File: src/rtl/stack_seq_pkg.sv
package stack_seq_pkg;
  localparam int ADDR_W = 16;
  localparam int DATA_W = 8;
  localparam int STEP_W = 3;

  localparam logic [2:0] OP_CALL = 3'd0;
  localparam logic [2:0] OP_RET  = 3'd1;
  localparam logic [2:0] OP_BRK  = 3'd2;
  localparam logic [2:0] OP_RTI  = 3'd3;
  localparam logic [2:0] OP_PUSH = 3'd4;
  localparam logic [2:0] OP_PULL = 3'd5;

  localparam logic [1:0] SEL_STATUS = 2'd3;

  localparam int FL_Z = 1;
  localparam int FL_I = 2;
  localparam int FL_D = 3;
  localparam int FL_N = 7;
  localparam logic [DATA_W-1:0] FORCED_BITS = 8'h30;

  typedef enum logic [3:0] {
    ACT_W_HI, ACT_W_LO, ACT_W_STAT, ACT_W_BYTE,
    ACT_R_STAT, ACT_R_LO, ACT_R_HI, ACT_R_BYTE,
    ACT_R_VLO, ACT_R_VHI
  } act_e;
endpackage

File: src/rtl/seq_step_decode.sv
module seq_step_decode
  import stack_seq_pkg::*;
(
  input  logic [2:0]        op,
  input  logic [STEP_W-1:0] step,
  output act_e              act,
  output logic              last
);
  always_comb begin
    act  = ACT_R_BYTE;
    last = 1'b1;
    case (op)
      OP_CALL: begin
        act  = (step == 0) ? ACT_W_HI : ACT_W_LO;
        last = (step != 0);
      end
      OP_RET: begin
        act  = (step == 0) ? ACT_R_LO : ACT_R_HI;
        last = (step != 0);
      end
      OP_BRK: begin
        last = 1'b0;
        case (step)
          3'd0:    act = ACT_W_HI;
          3'd1:    act = ACT_W_LO;
          3'd2:    act = ACT_W_STAT;
          3'd3:    act = ACT_R_VLO;
          default: begin act = ACT_R_VHI; last = 1'b1; end
        endcase
      end
      OP_RTI: begin
        last = 1'b0;
        case (step)
          3'd0:    act = ACT_R_STAT;
          3'd1:    act = ACT_R_LO;
          default: begin act = ACT_R_HI; last = 1'b1; end
        endcase
      end
      OP_PUSH: act = ACT_W_BYTE;
      default: act = ACT_R_BYTE;
    endcase
  end
endmodule

File: src/rtl/sp_unit.sv
module sp_unit #(
  parameter int          SP_W    = 8,
  parameter logic [SP_W-1:0] SP_INIT = 8'hFD
) (
  input  logic            clk,
  input  logic            rst_n,
  input  logic            dec,
  input  logic            inc,
  output logic [SP_W-1:0] sp,
  output logic [SP_W-1:0] sp_up
);
  logic [SP_W-1:0] sp_q;

  assign sp    = sp_q;
  assign sp_up = sp_q + 1'b1;

  always_ff @(posedge clk) begin
    if (!rst_n)   sp_q <= SP_INIT;
    else if (dec) sp_q <= sp_q - 1'b1;
    else if (inc) sp_q <= sp_up;
  end

  assert_push_moves_down_R3: assert property (@(posedge clk) disable iff (!rst_n)
    dec |=> sp == $past(sp) - 1'b1);
  assert_pull_moves_up_R3: assert property (@(posedge clk) disable iff (!rst_n)
    (inc && !dec) |=> sp == $past(sp) + 1'b1);
  assert_sp_holds_R3: assert property (@(posedge clk) disable iff (!rst_n)
    (!inc && !dec) |=> $stable(sp));
endmodule

File: src/rtl/status_unit.sv
module status_unit
  import stack_seq_pkg::*;
#(
  parameter logic [DATA_W-1:0] STATUS_INIT    = 8'h34,
  parameter bit                CLEAR_D_ON_BRK = 1'b1
) (
  input  logic              clk,
  input  logic              rst_n,
  input  logic              load_en,
  input  logic [DATA_W-1:0] load_val,
  input  logic              zn_en,
  input  logic [DATA_W-1:0] zn_val,
  input  logic              brk_en,
  output logic [DATA_W-1:0] status
);
  logic [DATA_W-1:0] st_q;
  assign status = st_q;

  always_ff @(posedge clk) begin
    if (!rst_n) st_q <= STATUS_INIT;
    else if (load_en) st_q <= load_val | FORCED_BITS;
    else if (zn_en) begin
      st_q[FL_Z] <= (zn_val == '0);
      st_q[FL_N] <= zn_val[DATA_W-1];
    end else if (brk_en) begin
      st_q[FL_I] <= 1'b1;
      if (CLEAR_D_ON_BRK) st_q[FL_D] <= 1'b0;
    end
  end

  assert_brk_sets_i_R7: assert property (@(posedge clk) disable iff (!rst_n)
    brk_en |=> status[FL_I]);

  generate
    if (CLEAR_D_ON_BRK) begin : g_cmos
      assert_brk_clears_d_R8: assert property (@(posedge clk) disable iff (!rst_n)
        brk_en |=> !status[FL_D]);
    end else begin : g_keep
      assert_brk_keeps_d_R8: assert property (@(posedge clk) disable iff (!rst_n)
        brk_en |=> status[FL_D] == $past(status[FL_D]));
    end
  endgenerate

  assert_restore_forced_R9: assert property (@(posedge clk) disable iff (!rst_n)
    load_en |=> status[5:4] == 2'b11);
endmodule

File: src/rtl/stack_seq.sv
module stack_seq
  import stack_seq_pkg::*;
#(
  parameter logic [7:0]        STACK_PAGE     = 8'h01,
  parameter logic [ADDR_W-1:0] VEC_ADDR       = 16'hFFFE,
  parameter logic [7:0]        SP_INIT        = 8'hFD,
  parameter logic [ADDR_W-1:0] PC_INIT        = 16'h0000,
  parameter logic [DATA_W-1:0] STATUS_INIT    = 8'h34,
  parameter bit                CLEAR_D_ON_BRK = 1'b1
) (
  input  logic              clk,
  input  logic              rst_n,
  input  logic              cmd_valid,
  output logic              cmd_ready,
  input  logic [2:0]        cmd_op,
  input  logic [1:0]        cmd_reg,
  input  logic [DATA_W-1:0] cmd_data,
  input  logic [ADDR_W-1:0] cmd_pc,
  input  logic [ADDR_W-1:0] cmd_target,
  output logic [ADDR_W-1:0] mem_addr,
  output logic [DATA_W-1:0] mem_wdata,
  output logic              mem_we,
  output logic              mem_re,
  input  logic [DATA_W-1:0] mem_rdata,
  output logic              done,
  output logic [DATA_W-1:0] pull_data,
  output logic [1:0]        pull_dst,
  output logic [ADDR_W-1:0] pc,
  output logic [7:0]        sp,
  output logic [DATA_W-1:0] status
);
  localparam logic [ADDR_W-1:0] VEC_HI_ADDR = VEC_ADDR + 1'b1;

  logic              busy_q, done_q;
  logic [STEP_W-1:0] step_q;
  logic [2:0]        op_q;
  logic [1:0]        reg_q;
  logic [ADDR_W-1:0] ret_q, tgt_q, pc_q;
  logic [DATA_W-1:0] byte_q, lo_q, pull_q;
  logic [7:0]        sp_up;
  act_e              act;
  logic              last, is_wr, is_stack_rd, accept;

  assign cmd_ready = !busy_q && !done_q;
  assign accept    = cmd_valid && cmd_ready && (cmd_op <= OP_PULL);
  assign done      = done_q;
  assign pc        = pc_q;
  assign pull_data = pull_q;
  assign pull_dst  = reg_q;

  seq_step_decode u_dec (.op(op_q), .step(step_q), .act(act), .last(last));

  always_comb begin
    is_wr       = act inside {ACT_W_HI, ACT_W_LO, ACT_W_STAT, ACT_W_BYTE};
    is_stack_rd = act inside {ACT_R_STAT, ACT_R_LO, ACT_R_HI, ACT_R_BYTE};
  end

  assign mem_we = busy_q && is_wr;
  assign mem_re = busy_q && !is_wr;

  always_comb begin
    case (act)
      ACT_R_VLO: mem_addr = VEC_ADDR;
      ACT_R_VHI: mem_addr = VEC_HI_ADDR;
      default:   mem_addr = is_wr ? {STACK_PAGE, sp} : {STACK_PAGE, sp_up};
    endcase
    case (act)
      ACT_W_HI:   mem_wdata = ret_q[ADDR_W-1:DATA_W];
      ACT_W_LO:   mem_wdata = ret_q[DATA_W-1:0];
      ACT_W_STAT: mem_wdata = status | FORCED_BITS;
      default:    mem_wdata = byte_q;
    endcase
  end

  sp_unit #(.SP_W(8), .SP_INIT(SP_INIT)) u_sp (
    .clk(clk), .rst_n(rst_n),
    .dec(busy_q && is_wr), .inc(busy_q && is_stack_rd),
    .sp(sp), .sp_up(sp_up)
  );

  logic st_load, st_zn, st_brk;
  assign st_load = busy_q && ((act == ACT_R_STAT) ||
                              (act == ACT_R_BYTE && reg_q == SEL_STATUS));
  assign st_zn   = busy_q && act == ACT_R_BYTE && reg_q != SEL_STATUS;
  assign st_brk  = busy_q && act == ACT_R_VHI;

  status_unit #(.STATUS_INIT(STATUS_INIT), .CLEAR_D_ON_BRK(CLEAR_D_ON_BRK)) u_st (
    .clk(clk), .rst_n(rst_n),
    .load_en(st_load), .load_val(mem_rdata),
    .zn_en(st_zn), .zn_val(mem_rdata),
    .brk_en(st_brk), .status(status)
  );

  always_ff @(posedge clk) begin
    if (!rst_n) begin
      busy_q <= 1'b0;
      done_q <= 1'b0;
      step_q <= '0;
      op_q   <= OP_PUSH;
      reg_q  <= '0;
      ret_q  <= '0;
      tgt_q  <= '0;
      byte_q <= '0;
      lo_q   <= '0;
      pull_q <= '0;
      pc_q   <= PC_INIT;
    end else begin
      done_q <= 1'b0;
      if (accept) begin
        busy_q <= 1'b1;
        step_q <= '0;
        op_q   <= cmd_op;
        reg_q  <= cmd_reg;
        tgt_q  <= cmd_target;
        ret_q  <= (cmd_op == OP_CALL) ? cmd_pc - 1'b1 : cmd_pc + 1'b1;
        byte_q <= (cmd_reg == SEL_STATUS) ? (status | FORCED_BITS) : cmd_data;
      end else if (busy_q) begin
        step_q <= step_q + 1'b1;
        if (last) begin
          busy_q <= 1'b0;
          done_q <= 1'b1;
        end
        case (act)
          ACT_R_LO, ACT_R_VLO: lo_q <= mem_rdata;
          ACT_R_HI: pc_q <= (op_q == OP_RET) ? {mem_rdata, lo_q} + 1'b1
                                             : {mem_rdata, lo_q};
          ACT_R_VHI: pc_q <= {mem_rdata, lo_q};
          ACT_R_BYTE: pull_q <= mem_rdata;
          ACT_W_LO: if (op_q == OP_CALL) pc_q <= tgt_q;
          default: ;
        endcase
      end
    end
  end

  assert_done_single_R4: assert property (@(posedge clk) disable iff (!rst_n)
    done |=> !done);
  assert_ready_after_done_R4: assert property (@(posedge clk) disable iff (!rst_n)
    done |=> cmd_ready);
  assert_busy_after_accept_R2: assert property (@(posedge clk) disable iff (!rst_n)
    (cmd_valid && cmd_ready && cmd_op <= OP_PULL) |=> !cmd_ready);
  assert_write_in_page_R3: assert property (@(posedge clk) disable iff (!rst_n)
    mem_we |-> mem_addr[ADDR_W-1:8] == STACK_PAGE);
  assert_one_access_R4: assert property (@(posedge clk) disable iff (!rst_n)
    !(mem_we && mem_re));
  assert_status_forced_R7: assert property (@(posedge clk) disable iff (!rst_n)
    (mem_we && act == ACT_W_STAT) |-> mem_wdata[5:4] == 2'b11);
  assert_brk_i_set_R7: assert property (@(posedge clk) disable iff (!rst_n)
    (done && op_q == OP_BRK) |-> status[FL_I]);
endmodule

File: config.mk
export PLATFORM = sky130hd
export DESIGN_NAME = stack_seq
export DESIGN_NICKNAME = d
export VERILOG_FILES = /design/src/rtl/stack_seq_pkg.sv /design/src/rtl/seq_step_decode.sv /design/src/rtl/sp_unit.sv /design/src/rtl/status_unit.sv /design/src/rtl/stack_seq.sv
export SDC_FILE = /design/constraint.sdc
export NUM_CORES = 1
export LEC_CHECK = 0
export BUFFER_PORTS_ARGS = -buffer_cell sky130_fd_sc_hd__buf_2
export CAP_MARGIN = 40
export CORE_MARGIN = 2
export CORE_UTILIZATION = 33
export CTS_BUF_LIST = sky130_fd_sc_hd__clkbuf_16
export CTS_CLUSTER_SIZE = 10
export DETAILED_ROUTE_END_ITERATION = 16
export GPL_ROUTABILITY_DRIVEN = 1
export SKIP_LAST_GASP = 1
export SYNTH_ARGS = -nofsm -noshare
export SYNTH_HDL_FRONTEND = slang
export SYNTH_SLANG_ARGS = --single-unit
File: constraint.sdc
create_clock -name clk -period 3.38 [get_ports clk]
set_input_delay 0.338 -clock clk [delete_from_list [all_inputs] [get_ports clk]]
set_output_delay 0.338 -clock clk [all_outputs]
set_load 0.01 [all_outputs]
# --- Yosys cells after proc, flatten, opt, wreduce, memory -nomap -nowiden ---
# Cells that the tools add are included.
op_classes:
  addsub: 6
  magnitude_cmp: 1
  n_eq_ne: 21
  mux: 28
  n_bitwise: 3
  reduce_logical: 37
ops:
  columns: ["cell", "n"]
  rows:
  - ["two-way mux 16 bit", 3]
  - ["case mux 16 bit (3 select lines)", 1]
  - ["adder 16 x 1 -> 16 bit, second input constant", 2]
  - ["two-way mux 8 bit", 4]
  - ["case mux 16 bit (2 select lines)", 1]
  - ["case mux 8 bit (3 select lines)", 1]
  - ["case mux 4 bit (5 select lines)", 1]
  - ["equality test 4 x 3 -> 1 bit, second input constant", 4]
  - ["case mux 4 bit (4 select lines)", 1]
  - ["subtractor 16 x 1 -> 16 bit, second input constant", 1]
  - ["equality test 3 x 2 -> 1 bit, second input constant", 4]
  - ["logical AND 1 bit", 11]
  - ["two-way mux 1 bit", 10]
  - ["logical NOT 3 bit", 3]
  - ["adder 8 x 1 -> 8 bit, second input constant", 1]
  - ["equality test 4 x 2 -> 1 bit, second input constant", 2]
  - ["equality test 4 bit, second input constant", 2]
  - ["logical NOT 8 bit", 1]
  - ["nonzero test 4 bit", 2]
  - ["OR reduction 2 bit", 4]
  - ["subtractor 8 x 1 -> 8 bit, second input constant", 1]
  - ["equality test 3 x 1 -> 1 bit, second input constant", 2]
  - ["two-way mux 2 bit", 3]
  - ["AND reduction 3 bit", 2]
  - ["other kinds (20)", 29]
totals:
  regBits: 96
  input_bits: 56
  elab_cells: 111

# --- Depth between registers and ports, before layout ---
depth:
  depth_word: 9
  ltp_mapped: 11
  mapped_depth_nobuf: 9

# --- Modules after synthesis ---
# A second synthesis with hierarchy kept.
unflattened:
  hier_cells: 719
  hier_area_um2: 5741.8
by_module_without_submodules:
  columns: ["module", "instances", "cells_per_inst", "area_per_inst_um2", "seq_area_each_um2"]
  rows:
  - ["stack_seq", 1, 599, 4703.3, 1641.6]
  - ["sp_unit", 1, 66, 580.6, 160.2]
  - ["status_unit", 1, 33, 327.8, 120.1]
  - ["seq_step_decode", 1, 21, 130.1, 0.0]

# --- Least setup slack after synthesis ---
# OpenSTA, ideal clock, no wires.
synth_path:
  kind: "in2reg"
  from: "input port cmd_op[0]"
  to: "register ret_q[15]"
  setup_ns: 0.123
  arrival_time_ns: 2.866
  path_slack_ns: 0.390
  cell_stages: 9
  path_cell_list: "or3_1 inv_1 ha_1 a211oi_1 o21bai_1 a2111oi_0 o21ai_0 xnor2_1 o21ai_0"
synth_between:
  elab_chain_cells: 2
  elab_cells_between_ends: 4
  cone_classes: "1 x order compare; 1 x mux; 2 x reduce/logical"
synth_lines:
  columns: ["item", "line", "source"]
  rows:
  - ["start, declared", "stack_seq.sv:15", "input logic [2:0] cmd_op,"]
  - ["<= comparator 3 bit or logical NOT 3 bit (tied branches)", "stack_seq.sv:45, stack_seq.sv:115", null]
  - ["logical AND 1 bit or two-way mux 16 bit (tied branches)", "stack_seq.sv:45, stack_seq.sv:115", null]
  - ["end signal, assigned", "stack_seq.sv:115", "ret_q <= (cmd_op == OP_CALL) ? cmd_pc - 1'b1 : cmd_pc + 1'b1;"]
  - ["end, declared", "stack_seq.sv:38", "logic [ADDR_W-1:0] ret_q, tgt_q, pc_q;"]
# Parallel ways exist; a longest one is shown, timed or not.
# A chain may end at the register's enable or synchronous reset.

# --- Worst setup path in the final report ---
layout_path:
  from: "register step_q[0]"
  to: "output port mem_wdata[3]"
layout_between:
  elab_chain_cells: 5
  elab_cells_between_ends: 13
  cone_classes: "5 x eq/ne; 6 x mux; 2 x reduce/logical"
layout_lines:
  columns: ["item", "line", "source"]
  rows:
  - ["start, declared", "stack_seq.sv:35", "logic [STEP_W-1:0] step_q;"]
  - ["start signal, assigned", "stack_seq.sv:118", "step_q <= step_q + 1'b1;"]
  - ["equality test 3 x 2 -> 1 bit (tied with other cells)", "seq_step_decode.sv:23", "case (step)"]
  - ["case mux 4 bit (4 select lines) (tied with other cells)", "seq_step_decode.sv:23", null]
  - ["case mux 4 bit (5 select lines) *", "seq_step_decode.sv:12", "case (op)"]
  - ["equality test 4 x 2 -> 1 bit (tied with other cells)", "stack_seq.sv:67", "case (act)"]
  - ["case mux 8 bit (3 select lines) *", "stack_seq.sv:67", null]
  - ["end, declared", "stack_seq.sv:21", "output logic [DATA_W-1:0] mem_wdata,"]
# Mark *: on every way between the ends. The rest lies on a longest branch, timed or not.

==> impl_metrics.json <==
{
  "path_cells": "inv_1, ha_1, nor4bb_1, a2111oi_4, nand2_4, mux2_2, o22ai_1, a21oi_1, buf_2",
  "io_pins": 126,
  "start_util_pct": 33.3,
  "p_sw_share_pct": 29.6,
  "drt-initial-drc-count": 289,
  "h-tree-depth": 3,
  "comb_power_share_pct": 19.2,
  "grt_usage_pct": 18.0,
  "async_flop_share_pct": 0,
  "power.internal_mw": 1.98,
  "critPathKind": "flip-flop to output pin",
  "leakagePower_nw": 2.83,
  "grt_pass1_vias": 5059,
  "start_kind": "flip-flop",
  "clk_latency_ps": 350,
  "cpMaxStageDelayCell": "a2111oi_4",
  "die_w_um": 135,
  "cts_buffer_depth": 2,
  "ys_seq_area_share_pct": 33.7,
  "synth_edf_count": 0,
  "overflow": 0,
  "cts_resized": 0,
  "clkSlewWorstSetupHoldPaths_ps": 70,
  "ant_nets": 0,
  "die_area_um2": 18300,
  "period_share_pct": 92.9,
  "fin_area_um2": 6780,
  "min_period_ps": 3140,
  "grt_max_degree": 61,
  "die_h_um": 135,
  "finalSetupTns_ps": 0,
  "slew_headroom_pct": 53.9,
  "num_vias": 5536,
  "drv_slew": 0,
  "timing.final.hold_violations": 0,
  "vias_per_cell": 5.24,
  "fill_cells": 1805,
  "cp.arrival_ps": 2800,
  "synth_cells": 732,
  "finalSetupViolations": 0,
  "antenna_cells": 0,
  "yosys_warnings": 0,
  "synth_flop_cell": "dfxtp_1",
  "end_kind": "output pin",
  "clkSinkCount": 96,
  "tritoncts": "done",
  "cts_hold_buf": 0,
  "finalClockSkew_ps": 8.19,
  "synth.avg_cell_area_um2": 7.79,
  "status": "completed",
  "worst-path-buf-inv": 2,
  "pwr-share-clk_pct": 37.2,
  "rows": 48,
  "slowest_delay_ps": 530,
  "core_um2": 17100,
  "drive_above_1_share_pct": 22.5,
  "numCtsBuffers": 9,
  "grt_setup_unrepaired": "false",
  "grt_pass1_wl_um": 26300,
  "power.density_nw_per_um2": 416,
  "critPathRequiredTime_ps": 3040,
  "routedWlPerCell_um": 15.6,
  "ys_types": 65,
  "dpl_cell_area_um2": 6450,
  "antenna_found_initial": 0,
  "power.net_switching_mw": 0.835,
  "firstDrtPassIters": 5,
  "holdCritStartpoint": "cmd_target[9]",
  "nNetsFinal": 906,
  "tightest_slew_ps": 691,
  "place_congestion": 0.836,
  "startpoint": "step_q[0]",
  "synthToLayoutAreaGrowth_pct": 18.8,
  "fmax_mhz": 318,
  "place_hpwl_um": 12300,
  "netlist_area_um2": 5700,
  "numPortBuffers": 122,
  "cp_top_family": "compound AO/OA/AOI/OAI gates",
  "cts-root-buf": "clkbuf_16",
  "worstReg2RegStart": "step_q[0]",
  "critPathMaxFanout": 14,
  "ir_drop_v": 0.000246,
  "min_path_type": "input pin to flip-flop",
  "pwr-share-seq_pct": 43.6,
  "synth-seq-cells": 96,
  "drcViolationCount": 0,
  "totalWireLength_um": 16500,
  "maxCapViolCount": 0,
  "cts_setup_buffers": 0
}
-- logic make-up (layout without fill, tap and decap cells) --
group | Yosys count | count (layout) | share of synthesized area (%)
flops | 96 | 96 | 33.7
fa+ha+maj | 23 | 23 | 5.18
other cells | 1 | 3 | 0.0658
simple gates | 275 | 275 | 22.1
mux | 42 | 42 | 7.77
buf+inv | 76 | 174 | 6.14
xor+xnor | 23 | 23 | 3.53
compound gates | 196 | 196 | 21.5
-- sequential cells by signal (all words and copies together), names as in the netlist --
register     count
pull_data        8
busy_q           1
done             1
u_st.status      6
u_sp.sp          8
pull_dst         2
op_q             3
byte_q           8
ret_q           16
tgt_q           16
pc              16
lo_q             8
step_q           3
-- worst paths after layout --
kind	slack, ps	endpoint	cells after the start
setup / recovery	240	mem_wdata[3]	9
hold / removal	220	tgt_q[9]	3
setup reg to reg	650	pc[12]	9
hold reg to reg	450	ret_q[5]	2
-- final cells by class --
cell class                 count  area, um2  share of cell area [%]
timing repair buffer         139        742                    11.0
clock buffer                   9        225                    3.32
multi-input combinational    562       3460                    51.0
sequential                    96       1920                    28.4
tap                          225        282                    4.16
inverter                      19       71.3                    1.05
clock inverter                 7       77.6                    1.14
-- cells in the mapped netlist, drive strengths merged, types with 2 or more instances --
library cell,count,area share [%]
a2111oi,3,0.79
a211oi,7,0.92
a21o,7,0.92
a21oi,73,6.6
a311oi,6,0.92
a31oi,19,2.1
and2,6,0.66
and3,6,0.66
buf,26,2.9
clkbuf,31,2.0
dfxtp,96,34
ha,22,4.8
inv,18,1.2
mux2,18,3.6
mux2i,24,4.2
nand2,114,7.5
nand2b,4,0.44
nand3,31,2.7
nand3b,2,0.26
nand4,8,0.88
nor2,60,4.0
nor2b,4,0.44
nor3,15,1.3
nor3b,6,0.79
nor4,4,0.44
nor4bb,2,0.35
o211ai,6,0.88
o21a,4,0.53
o21ai,42,3.7
o21bai,3,0.39
o22ai,7,0.77
o31a,2,0.31
o31ai,5,0.66
or2,5,0.55
or3,4,0.44
xnor2,15,2.3
xor2,8,1.2
-- worst register-to-register path, cell delays in order (launching register included) --
cell,delay (ps)
dfxtp_1,400
inv_1,90
ha_1,260
nor4bb_1,180
a2111oi_4,530
nand2_4,250
o32ai_2,320
buf_4,330
o21ai_0,140
a41oi_1,170
-- power groups by stage --
stage / Sequential, mW / Clock [mW] / Combinational [mW]
finish: 1.23 / 1.05 / 0.542
global route: 1.24 / 1.12 / 0.604
CTS: 1.23 / 1.08 / 0.541
detailed placement: 1.25 / 0 / 0.538
global placement: 1.26 / 0 / 0.537
floorplan: 1.24 / 0 / 0.368
-- placed cells by master, fill, tap and decap left out, types with 5 or more instances in the layout --
cell and n:
dfxtp_1 96, a311oi_1 6, a31oi_1 19, xnor2_1 15, a21oi_1 70, nor2_1 60, or2_2 5, ha_1 22
and3_1 6, clkbuf_16 9, nor3b_1 6, mux2_2 18, nand3_1 31, mux2i_1 24, o21ai_0 38, o31ai_1 5
buf_2 122, nor3_1 14, o211ai_1 5, inv_1 18, o22ai_1 7, a211oi_1 7, nand4_1 8, buf_4 16
a21o_1 7, xor2_1 8, nand2_1 113
-- metrics by stage --
stage               util, %  setup WS, ps  hold slack (ps)  total power [mW]  cells
global placement       37.6           406              440              1.79   1040
detailed placement     37.7           356              448              1.79   1041
global route           39.6          51.0              227              2.95   1057
CTS                    39.5           121              211              2.85   1057
floorplan                 -           390              428              1.61    734
finish                 39.6           239              216              2.82   1057
-- per-layer routing --
metal  GRT usage, %  share of wire (%)  routed length (um)  vias to the layer above
met1           25.1                 48                7910                     2572
met3           2.99                5.2                 862                       27
met5              0                  0                   0                        -
met4           7.52                2.5                 413                        0
met2           27.6                 44                7320                      152
li1               -                  -                   -                     2785
Power figures use the tool's default switching activity.
